### src/rtl/mcp_bus_pkg.sv
package mcp_bus_pkg;

  typedef enum logic [1:0] {
    OWN_NONE  = 2'd0,
    OWN_FLASH = 2'd1,
    OWN_RAM   = 2'd2
  } bus_owner_e;

  // RAM needs both select polarities active.
  function automatic logic ram_is_selected(input logic sel_n, input logic sel_hi);
    return (~sel_n) & sel_hi;
  endfunction

  // Flash pin drive during a read: low lane always, upper pins only in word mode.
  function automatic logic flash_pin_drive(input logic low_lane, input logic word_mode);
    return low_lane | word_mode;
  endfunction

  // RAM pin drive during a read: each lane follows its byte enable.
  function automatic logic ram_pin_drive(input logic low_lane, input logic lo_en,
                                         input logic hi_en);
    return low_lane ? lo_en : hi_en;
  endfunction

endpackage

### src/rtl/mcp_select_dec.sv
module mcp_select_dec
  import mcp_bus_pkg::*;
(
  input  logic fl_ce_n,
  input  logic ram_sel_n,
  input  logic ram_sel_hi,
  input  logic fl_rst_n,
  output logic fl_go,
  output logic ram_go,
  output logic conflict,
  output logic idle
);
  logic fl_sel;
  logic ram_sel;

  always_comb begin
    fl_sel   = ~fl_ce_n;
    ram_sel  = ram_is_selected(ram_sel_n, ram_sel_hi);
    conflict = fl_sel & ram_sel;
    idle     = ~fl_sel & ~ram_sel;
    // Flash proceeds only out of reset and without a competing select.
    fl_go    = fl_sel & fl_rst_n & ~conflict;
    ram_go   = ram_sel & ~conflict;
  end
endmodule

### src/rtl/mcp_access_dec.sv
module mcp_access_dec
  import mcp_bus_pkg::*;
(
  input  logic       fl_go,
  input  logic       ram_go,
  input  logic       oe_n,
  input  logic       we_n,
  output logic       fl_rd,
  output logic       fl_wr,
  output logic       ram_rd,
  output logic       ram_wr,
  output bus_owner_e owner
);
  logic rd_phase;
  logic fl_wr_phase;

  always_comb begin
    rd_phase    = ~oe_n & we_n;
    fl_wr_phase = ~we_n & oe_n;
    fl_rd       = fl_go & rd_phase;
    fl_wr       = fl_go & fl_wr_phase;
    ram_rd      = ram_go & rd_phase;
    ram_wr      = ram_go & ~we_n;
    if (fl_rd)       owner = OWN_FLASH;
    else if (ram_rd) owner = OWN_RAM;
    else             owner = OWN_NONE;
  end
endmodule

### src/rtl/mcp_lane_ctrl.sv
module mcp_lane_ctrl
  import mcp_bus_pkg::*;
#(
  parameter int DATA_W = 16,
  localparam int LANE_W = DATA_W / 2
) (
  input  bus_owner_e        owner,
  input  logic              fl_go,
  input  logic              ram_go,
  input  logic              fl_word,
  input  logic              ram_word,
  input  logic              ram_lb_n,
  input  logic              ram_ub_n,
  input  logic              dq15_in,
  output logic              ram_lo_en,
  output logic              ram_hi_en,
  output logic              addr_lsb,
  output logic              addr_lsb_vld,
  output logic [DATA_W-1:0] dq_oe
);
  always_comb begin
    if (!ram_go) begin
      ram_lo_en = 1'b0;
      ram_hi_en = 1'b0;
    end else if (ram_word) begin
      ram_lo_en = ~ram_lb_n;
      ram_hi_en = ~ram_ub_n;
    end else begin
      ram_lo_en = 1'b1;
      ram_hi_en = 1'b0;
    end
    addr_lsb_vld = fl_go & ~fl_word;
    addr_lsb     = addr_lsb_vld & dq15_in;
  end

  for (genvar i = 0; i < DATA_W; i++) begin : g_pin
    localparam logic IS_LOW = (i < LANE_W);
    always_comb begin
      unique case (owner)
        OWN_FLASH: dq_oe[i] = flash_pin_drive(IS_LOW, fl_word);
        OWN_RAM:   dq_oe[i] = ram_pin_drive(IS_LOW, ram_lo_en, ram_hi_en);
        default:   dq_oe[i] = 1'b0;
      endcase
    end
  end
endmodule

### src/rtl/mcp_bus_decoder.sv
module mcp_bus_decoder
  import mcp_bus_pkg::*;
#(
  parameter int DATA_W = 16
) (
  input  logic              clk,
  input  logic              rst_n,
  input  logic              fl_ce_n,
  input  logic              ram_sel_n,
  input  logic              ram_sel_hi,
  input  logic              oe_n,
  input  logic              we_n,
  input  logic              fl_rst_n,
  input  logic              fl_word,
  input  logic              ram_word,
  input  logic              ram_lb_n,
  input  logic              ram_ub_n,
  input  logic              dq15_in,
  output logic              fl_rd,
  output logic              fl_wr,
  output logic              ram_rd,
  output logic              ram_wr,
  output logic              standby,
  output logic              sel_conflict,
  output logic              ram_lo_en,
  output logic              ram_hi_en,
  output logic              addr_lsb,
  output logic              addr_lsb_vld,
  output logic [DATA_W-1:0] dq_oe
);
  localparam int LANE_W = DATA_W / 2;

  // Named internal events, visible to the assertions.
  logic       fl_go, ram_go, conflict_c, idle_c;
  logic       fl_rd_c, fl_wr_c, ram_rd_c, ram_wr_c;
  logic       lo_en_c, hi_en_c, lsb_c, lsb_vld_c;
  logic [DATA_W-1:0] oe_c;
  bus_owner_e owner_c;

  mcp_select_dec u_sel (
    .fl_ce_n   (fl_ce_n),
    .ram_sel_n (ram_sel_n),
    .ram_sel_hi(ram_sel_hi),
    .fl_rst_n  (fl_rst_n),
    .fl_go     (fl_go),
    .ram_go    (ram_go),
    .conflict  (conflict_c),
    .idle      (idle_c)
  );

  mcp_access_dec u_acc (
    .fl_go (fl_go),
    .ram_go(ram_go),
    .oe_n  (oe_n),
    .we_n  (we_n),
    .fl_rd (fl_rd_c),
    .fl_wr (fl_wr_c),
    .ram_rd(ram_rd_c),
    .ram_wr(ram_wr_c),
    .owner (owner_c)
  );

  mcp_lane_ctrl #(.DATA_W(DATA_W)) u_lane (
    .owner       (owner_c),
    .fl_go       (fl_go),
    .ram_go      (ram_go),
    .fl_word     (fl_word),
    .ram_word    (ram_word),
    .ram_lb_n    (ram_lb_n),
    .ram_ub_n    (ram_ub_n),
    .dq15_in     (dq15_in),
    .ram_lo_en   (lo_en_c),
    .ram_hi_en   (hi_en_c),
    .addr_lsb    (lsb_c),
    .addr_lsb_vld(lsb_vld_c),
    .dq_oe       (oe_c)
  );

  always_ff @(posedge clk or negedge rst_n) begin
    if (!rst_n) begin
      fl_rd        <= 1'b0;
      fl_wr        <= 1'b0;
      ram_rd       <= 1'b0;
      ram_wr       <= 1'b0;
      standby      <= 1'b1;
      sel_conflict <= 1'b0;
      ram_lo_en    <= 1'b0;
      ram_hi_en    <= 1'b0;
      addr_lsb     <= 1'b0;
      addr_lsb_vld <= 1'b0;
      dq_oe        <= '0;
    end else begin
      fl_rd        <= fl_rd_c;
      fl_wr        <= fl_wr_c;
      ram_rd       <= ram_rd_c;
      ram_wr       <= ram_wr_c;
      standby      <= idle_c;
      sel_conflict <= conflict_c;
      ram_lo_en    <= lo_en_c;
      ram_hi_en    <= hi_en_c;
      addr_lsb     <= lsb_c;
      addr_lsb_vld <= lsb_vld_c;
      dq_oe        <= oe_c;
    end
  end

  // one reader at a time.
  assert_single_reader_R12: assert property (@(posedge clk) disable iff (!rst_n)
    $onehot0({fl_rd, ram_rd}));

  // flash strobes are exclusive.
  assert_flash_rw_excl_R2: assert property (@(posedge clk) disable iff (!rst_n)
    !(fl_rd && fl_wr));

  // a conflict silences everything.
  assert_conflict_quiet_R9: assert property (@(posedge clk) disable iff (!rst_n)
    sel_conflict |-> (dq_oe == '0) && !fl_rd && !fl_wr && !ram_rd && !ram_wr);

  // output enable high in the previous cycle leaves the bus undriven.
  assert_oe_high_hiz_R7: assert property (@(posedge clk) disable iff (!rst_n)
    $past(oe_n) |-> (dq_oe == '0));

  // flash reset low blocks all flash activity one cycle later.
  assert_flash_reset_block_R8: assert property (@(posedge clk) disable iff (!rst_n)
    !$past(fl_rst_n) |-> !fl_rd && !fl_wr && !addr_lsb_vld);

  // in standby no strobe is active.
  assert_standby_idle_R10: assert property (@(posedge clk) disable iff (!rst_n)
    standby |-> !fl_rd && !fl_wr && !ram_rd && !ram_wr && !sel_conflict);

  // a flash byte-mode read leaves the upper pins undriven.
  assert_byte_upper_hiz_R4: assert property (@(posedge clk) disable iff (!rst_n)
    (fl_rd && !$past(fl_word)) |-> (dq_oe[DATA_W-1:LANE_W] == '0));

  // the address bit is only valid in flash byte mode.
  assert_lsb_byte_only_R5: assert property (@(posedge clk) disable iff (!rst_n)
    addr_lsb_vld |-> !$past(fl_word) && !$past(fl_ce_n));

endmodule

### config.mk
export PLATFORM = sky130hd
export DESIGN_NAME = mcp_bus_decoder
export DESIGN_NICKNAME = d
export VERILOG_FILES = /design/src/rtl/mcp_bus_pkg.sv /design/src/rtl/mcp_select_dec.sv /design/src/rtl/mcp_access_dec.sv /design/src/rtl/mcp_lane_ctrl.sv /design/src/rtl/mcp_bus_decoder.sv
export SDC_FILE = /design/constraint.sdc
export NUM_CORES = 1
export LEC_CHECK = 0
export CAP_MARGIN = 20
export CELL_PAD_IN_SITES_DETAIL_PLACEMENT = 2
export CELL_PAD_IN_SITES_GLOBAL_PLACEMENT = 2
export CORE_UTILIZATION = 29
export DETAILED_ROUTE_END_ITERATION = 10
export PLACE_DENSITY = 0.81
export SYNTH_ARGS = -nofsm -noshare
export SYNTH_HDL_FRONTEND = slang
export SYNTH_HIERARCHICAL = 1
export SYNTH_SLANG_ARGS = --single-unit
### constraint.sdc
create_clock -name clk -period 1.47 [get_ports clk]
set_clock_uncertainty 0.15 [all_clocks]
set_input_delay 0.294 -clock clk [delete_from_list [all_inputs] [get_ports clk]]
set_output_delay 0.294 -clock clk [all_outputs]
set_load 0.02 [all_outputs]
==> results of run 1 <==
-- routing by layer --
metal  part of all wire, %  up-vias
met1                    41      288
met5                     0        -
met2                    53       24
li1                      -      263
met4                  0.69        0
met3                   5.1        2
-- repair_timing --
action / 4_1_cts / 5_1_grt
buffers inserted: 2 / 0
pin swaps: 7 / 1
hold buffers: 0 / 0
gates resized for setup: 67 / 25
endpoints found under the setup margin: 42 / 39
-- report_power, final --
group          leakage [nW]  switching [mW]  internal (mW)
clock network        0.0150           0.201          0.106
registers             0.357         0.00298          0.726
logic                 0.339          0.0565         0.0641
total                 0.712           0.260          0.896
-- area by class of cell --
class,count,area (um^2)
tap,44,55.05
fill,306,1710
clock buffer,4,26.28
multi-input combinational,19,209.0
inverter,4,17.52
timing repair buffer,49,407.9
sequential,26,651.9
-- cell usage in the layout (no fill, tap or decap) --
cell type        netlist  final
dlygate4sd2_1          0      2
inv_2                  0      3
buf_2                  0      2
nor2b_1                3      2
and2_1                 2      2
nand2b_4               1      1
nor2_1                 2      2
clkbuf_2               0      9
clkbuf_4               0      3
ha_4                   0      2
clkdlybuf4s15_1        0     14
buf_6                  0      2
inv_4                  0      1
and3_4                 0      1
and4bb_2               0      1
buf_4                 15     12
dfrtp_1               25     25
clkbuf_1               0      1
a21boi_2               1      1
nor2b_4                0      1
a32o_2                 0      1
dfstp_2                1      1
clkdlybuf4s50_1        0      6
a22o_4                 0      1
and3b_1                4      4
clkdlybuf4s15_2        0      2
-- state kept, by name, summed over array words and instances, names as in the netlist --
name          flops
dq_oe            16
addr_lsb          1
addr_lsb_vld      1
fl_rd             1
fl_wr             1
ram_hi_en         1
ram_lo_en         1
ram_rd            1
ram_wr            1
sel_conflict      1
standby           1
-- through the flow --
| step | hold slack (ns) | std cells | utilization (%) |
|---|---|---|---|
| CTS | 0.1039 | 146 | 45.45 |
| finish | 0.1143 | 146 | 44.43 |
| floorplan | -0.1516 | 64 | - |
| global placement | 0.4887 | 140 | 44.23 |
| global route | 0.09214 | 146 | 44.43 |
| detailed placement | 0.4927 | 140 | 44.23 |
-- cell families after synthesis --
| logic type | after synthesis | share of synthesized area [%] |
|---|---|---|
| adder cells (fa/ha/maj) | 2 | 2.659 |
| AND/OR/NAND/NOR | 14 | 11.30 |
| flip-flops | 26 | 69.28 |
| AO/OA/AOI/OAI | 3 | 3.192 |
| buffers and inverters | 19 | 13.56 |
-- path summary, 6_finish.rpt --
| kind | to | slack, ns | depth (start not counted) |
|---|---|---|---|
| setup / recovery | dq_oe[8] | -0.1 | 7 |
| hold / removal | standby | 0.11 | 3 |
| max in group asynchronous | standby | 0.80 | 2 |
| min in group asynchronous | ram_rd | 0.13 | 2 |
-- critical path: cells and delay by family --
kind | cells | cell delay (ns)
AOI/OAI and AO/OA | 1 | 0.32
adders and majority gates | 1 | 0.16
buffers and inverters | 2 | 0.16
and+or+nand+nor | 3 | 0.68
==> summary.md, run 1 <==
| Metric | Value |
|---|---|
| Outcome | `finished with violations` |
| Failing checks | `negative setup slack` |
| Synth area leaders | `dfrtp_1, buf_4, and3b_1, dfstp_2, ha_1` |
| CTS tree | `done` |
| Syn. warnings | `6` |
| Routed WL | `2034 um` |
| Max FO, Critical Path | `8` |
| Post-synthesis register bit count | `26` |
| Detail Route Antenna Nets | `0` |
| F_max | `638.2 MHz` |
| Synth Flop Type | `dfrtp_1` |
| Core area | `0.003078 mm^2` |
| CP Data Required Time | `1.51 ns` |
| Most numerous cell in the Yosys netlist | `dfrtp_1` |
| Leak | `0.7118 nW` |
| Max stage delay on crit path | `0.35 ns` |
| RSZ-0062 raised after global routing | `true` |
| Syn_area_per_cell | `14.70 um^2` |
| Initial Util | `30.57%` |
| Asr flop ratio synth | `100.0%` |
| I/O Buffers | `38` |
| N_diodes | `0` |
| Post-Syn Area | `940.9 um^2` |
| Initial antenna violation count | `0` |
| Vias in the first global route | `644` |
| Dpl hpwl | `1542 um` |
| Top Ports | `39` |
| Post-synthesis cell type count | `15` |
| Fraction of layout cells with a size suffix above 1 | `43.14%` |
| Placed inst area | `0.001361 mm^2` |
| Sequential element share of the synthesized area | `69.28%` |
| M1 GR Usage | `16.64%` |
| Overall power | `1.156 mW` |
| Synth cell count leaders | `dfrtp_1, buf_4, and3b_1, inv_1, nor2b_1` |
| GP Congestion | `0.6658` |
| Final Cycle Share | `106.6%` |
| Peak supply drop | `0.3217 mV` |
| Max Cap Viol | `0` |
| Grt ovf | `0` |
| Tightest Pin Transition | `0.2135 ns` |
| Slew Viols, Final | `0` |
| CP endpoint kind | `flip-flop` |
| Clock Tree Buf Depth | `2` |
| Htree depth | `1` |
| Root buf cell | `clkbuf_4` |
| Post-route minimum period | `1.567 ns` |
| Slowest-stage cell, CP | `and4bb_2` |
| Final Hold Fails | `0` |
| Worst setup SP type | `primary input` |
| Final setup vio count | `16` |
| Most crowded layer after global routing | `met2` |
| Cts bufs inserted | `3` |
| Total GRT Usage | `13.56%` |
| First-pass GRT wire length | `3305 um` |
| Crit. Startpoint | `ram_sel_n` |
| Die area | `0.003476 mm^2` |
| Final WS setup | `-0.09681 ns` |
| Syn Nets | `79` |
| Initial DRC Count | `3` |
| Number of enable flip-flop cells after synthesis | `0` |
| Post-DR wirelength/cell | `13.93 um` |
| Layout net count | `118` |
| Syn Inst Count | `64` |
| TNS Setup | `-1.018 ns` |
| Max-slew headroom | `85.83%` |
| Met2 usage | `22.89%` |
| Hold path start | `ram_sel_hi` |
| Syn-to-layout area delta | `45.35%` |
| Worst hold path class | `in2reg` |
| Critical path, cell by cell | `buf_6 -> nand2b_4 -> and3_4 -> and4bb_2 -> inv_2 -> ha_4 -> a32o_2` |
| Pwr/cell area | `845.4 mW/mm^2` |
| Worst-path clk slew | `0.12 ns` |
| Vias per std cell | `3.952` |
| Final standard cell area without fillers | `0.001368 mm^2` |
| Kind of critical path | `in2reg` |
| Pre-antenna DRT Iters | `2` |
| Largest net degree at the start of global routing | `17` |
| Cell taking the most area after synthesis | `dfrtp_1` |
| Die span in x | `58.96 um` |
| Pre-CTS setup slack | `-0.8595 ns` |
| CP Data Arrival Time | `1.60 ns` |
| Area share of the largest cell type after synthesis | `66.49%` |
| Met3 Track Usage GR | `3.516%` |
| DR vias | `577` |
| Remaining routing DRC violations | `0` |
| Die H | `58.96 um` |
| # rows | `20` |
| CTS sink count | `26` |
Note: power is estimated with default switching activity, not from simulation.
==> run 2: changes to the inputs <==
--- a/config.mk
+++ b/config.mk
@@ -5,12 +5,13 @@
 export SDC_FILE = /design/constraint.sdc
 export NUM_CORES = 1
 export LEC_CHECK = 0
+export ABC_AREA = 1
 export CAP_MARGIN = 20
 export CELL_PAD_IN_SITES_DETAIL_PLACEMENT = 2
 export CELL_PAD_IN_SITES_GLOBAL_PLACEMENT = 2
-export CORE_UTILIZATION = 29
+export CORE_UTILIZATION = 28
 export DETAILED_ROUTE_END_ITERATION = 10
-export PLACE_DENSITY = 0.81
+export PLACE_DENSITY = 0.82
 export SYNTH_ARGS = -nofsm -noshare
 export SYNTH_HDL_FRONTEND = slang
 export SYNTH_HIERARCHICAL = 1
==> run 2 against run 1 <==
  * Critical path type is now reg2out
  * Clock power rose by 12%
  * Global-route usage rose by 1.6 points
  * Cell area rose by 2.8%
  * First-iteration DRC count rose to 4.3 times the previous value
  * The run now ends clean
  * Setup slack improved by 0.13 ns
  * Area after synthesis rose by 0.53%
  * Sequential power barely moved
  * Critical path depth fell by 6
  * Hold slack got worse by 0.059 ns
  * Largest power group unchanged
  * Die area rose by 4.0%
==> summary.md, run 2 <==
| Metric | Value |
|---|---|
| Outcome | `complete, no violations` |
| Syn-to-layout area delta | `48.68%` |
| Leak | `0.7131 nW` |
| Synth Flop Type | `dfrtp_1` |
| Max reg flops | `16` |
| Worst hold path class | `in2reg` |
| Register share of total power | `59.8%` |
| Switching pwr | `0.2755 mW` |
| Syn. warnings | `6` |
| Switching Fraction | `22.58%` |
| CP endpoint kind | `output pin` |
| F_max | `696.0 MHz` |
| # rows | `20` |
| Detail Route Antenna Nets | `0` |
| Die H | `60.12 um` |
| CTS sink count | `26` |
| End of the worst hold path | `sel_conflict` |
| P_int | `0.9445 mW` |
| Layout net count | `133` |
| Max-slew headroom | `83.15%` |
| CP Data Arrival Time | `0.99 ns` |
| Xor-xnor portion of the synthesized cell area | `0%` |
| Kind of critical path | `reg2out` |
| Critical path, cell by cell | `buf_6` |
| Final setup vio count | `0` |
| Post-synthesis register bit count | `26` |
| Remaining routing DRC violations | `0` |
| Max Cap Viol | `0` |
| Final Hold Fails | `0` |
| Post-Synth Simple-Gate Area | `10.32%` |
| Initial antenna violation count | `0` |
| Largest family of logic cells by synthesized area | `buffers and inverters` |
| Pwr/cell area | `867.5 mW/mm^2` |
| CP Data Required Time | `1.03 ns` |
| Htree depth | `1` |
| Commonest non-fill, non-tap cell in the layout | `dfrtp_1` |
| Slowest-stage cell, CP | `dfstp_2` |
| Filler instances | `330` |
| Peak supply drop | `0.2810 mV` |
| Worst-path clk slew | `0.13 ns` |
| Final Util | `44.96%` |
| Die area | `0.003614 mm^2` |
| Syn_area_per_cell | `12.13 um^2` |
| Vias per std cell | `4.000` |
| Worst setup SP type | `flip-flop` |
| Post-Syn Area | `945.9 um^2` |
| Total GRT Usage | `15.21%` |
| Max FO, Critical Path | `1` |
| Synth cell count leaders | `dfrtp_1, buf_4, inv_1` |
| Sequential element share of the synthesized area | `68.92%` |
| Most frequent cells in the layout | `dfrtp_1, clkbuf_2, buf_4` |
| CTS tree | `done` |
| Number of enable flip-flop cells after synthesis | `0` |
| Asr flop ratio synth | `100.0%` |
| Routed WL | `2496 um` |
| Grt ovf | `0` |
| GP Congestion | `0.6844` |
| Delay-heaviest family, CP | `flip-flops` |
| Die span in x | `60.12 um` |
| Cell taking the most area after synthesis | `dfrtp_1` |
| Hold path start | `fl_ce_n` |
| Post-synthesis adder-cell area fraction | `2.646%` |
| Multiplexer share of the synthesized area | `0%` |
| Cts bufs inserted | `3` |
| Fraction of layout cells with a size suffix above 1 | `49.57%` |
| N_diodes | `0` |
| Crit path buffers/inverters | `1` |
| Syn Inst Count | `78` |
| Pre-antenna DRT Iters | `3` |
| Vias in the first global route | `729` |
| Tightest Pin Transition | `0.2522 ns` |
| Post-DR wirelength/cell | `15.50 um` |
| Dpl hpwl | `1979 um` |
| Post-synthesis cell type count | `16` |
| Final Cycle Share | `97.74%` |
| Hold buffers post-CTS | `0` |
| RSZ-0062 raised after global routing | `true` |
| I/O Buffers | `38` |
| Biggest register | `dq_oe` |
| Root buf cell | `clkbuf_4` |
| Combinational Power Share | `11.9%` |
| Hold depth | `2` |
| Largest net degree at the start of global routing | `27` |
| Most numerous cell in the Yosys netlist | `dfrtp_1` |
| Compound-gate portion of the synthesized area | `1.852%` |
| Max stage delay on crit path | `0.56 ns` |
| Hold Slack | `0.05522 ns` |
| Syn Nets | `93` |
| Clock Tree Buf Depth | `2` |
| Synth area leaders | `dfrtp_1, buf_4, inv_1, nor2_1, dfstp_2` |
| DR vias | `644` |
| Area share of the largest cell type after synthesis | `66.14%` |
| Initial Util | `30.24%` |
| Post-route minimum period | `1.437 ns` |
| Slew Viols, Final | `0` |
| Top Ports | `39` |
| Clock share of power | `28.3%` |
| Core area | `0.003128 mm^2` |
| First-pass GRT wire length | `3801 um` |
| Initial DRC Count | `13` |
==> run 2: cell count changes after synthesis, sizes merged, moves of 2 or more <==
cell	before	now
nor2	2	10
inv	4	11
nand2	0	6
and3b	4	0
nor2b	3	0
a21oi	0	2
and2	2	0
nand3	0	2
==> run 2: layout make-up <==
class	count	area [um^2]	area share (%)
clock buffers	4	36.28	2.580
inverters	11	53.80	3.826
multi-input cells	26	222.7	15.84
flip-flops and latches	26	651.9	46.35
well taps	44	55.05	3.915
repair buffers	50	386.6	27.49
==> run 2: stage by stage <==
step                      power (mW)  setup WS, ns    TNS (ns)  cell area (um^2)  instances
after floorplan               0.7921       -0.2224      -3.058              1090         78
after global placement        0.8808       -0.6568      -11.36              1421        152
after detailed placement      0.8915       -0.8021      -13.96              1421        152
after CTS                      1.242     0.0003482           0              1476        160
after global routing           1.269    -0.0001508  -0.0001508              1406        161
final                          1.220       0.03319           0              1406        161
==> run 2: how the worst max path moves through the flow <==
stage	startpoint	slack (ns)	depth (start not counted)	endpoint
2_1_floorplan	ram_sel_hi	-0.22	10	dq_oe[10]
3_3_place_gp	ram_sel_hi	-0.66	8	dq_oe[9]
3_5_place_dp	ram_sel_hi	-0.80	8	dq_oe[9]
4_1_cts	sel_conflict	0.0003	1	sel_conflict
5_1_grt	standby	-0.0002	1	standby
6_report	standby	0.03	1	standby
==> run 2: cell families (layout without fill, tap and decap cells) <==
family                   after synthesis  count (layout)
AND/OR/NAND/NOR                       21              21
AO/OA/AOI/OAI                          3               3
buffers and inverters                 26              65
adder cells (fa/ha/maj)                2               2
flip-flops                            26              26
==> run 2: metal layers <==
metal  vias up  global-route usage (%)  routed length, um
met1       324                   16.78                963
met5         -                       0                  0
met4         0                   5.980                 25
met2        23                   28.10               1387
li1        295                       -                  -
met3         2                   3.030                119
==> run 2: power groups by stage <==
| stage | clock network [mW] | registers, mW | logic [mW] |
|---|---|---|---|
| global placement | 0 | 0.742 | 0.139 |
| CTS | 0.365 | 0.730 | 0.147 |
| detailed placement | 0 | 0.743 | 0.149 |
| global route | 0.381 | 0.731 | 0.157 |
| floorplan | 0 | 0.754 | 0.0377 |
| finish | 0.345 | 0.730 | 0.145 |
==> run 2: timing repair <==
action / in CTS / in global routing
pin swaps: 6 / 5
endpoints found under the setup margin: 42 / 29
buffers inserted: 4 / 1
resized for setup: 71 / 27
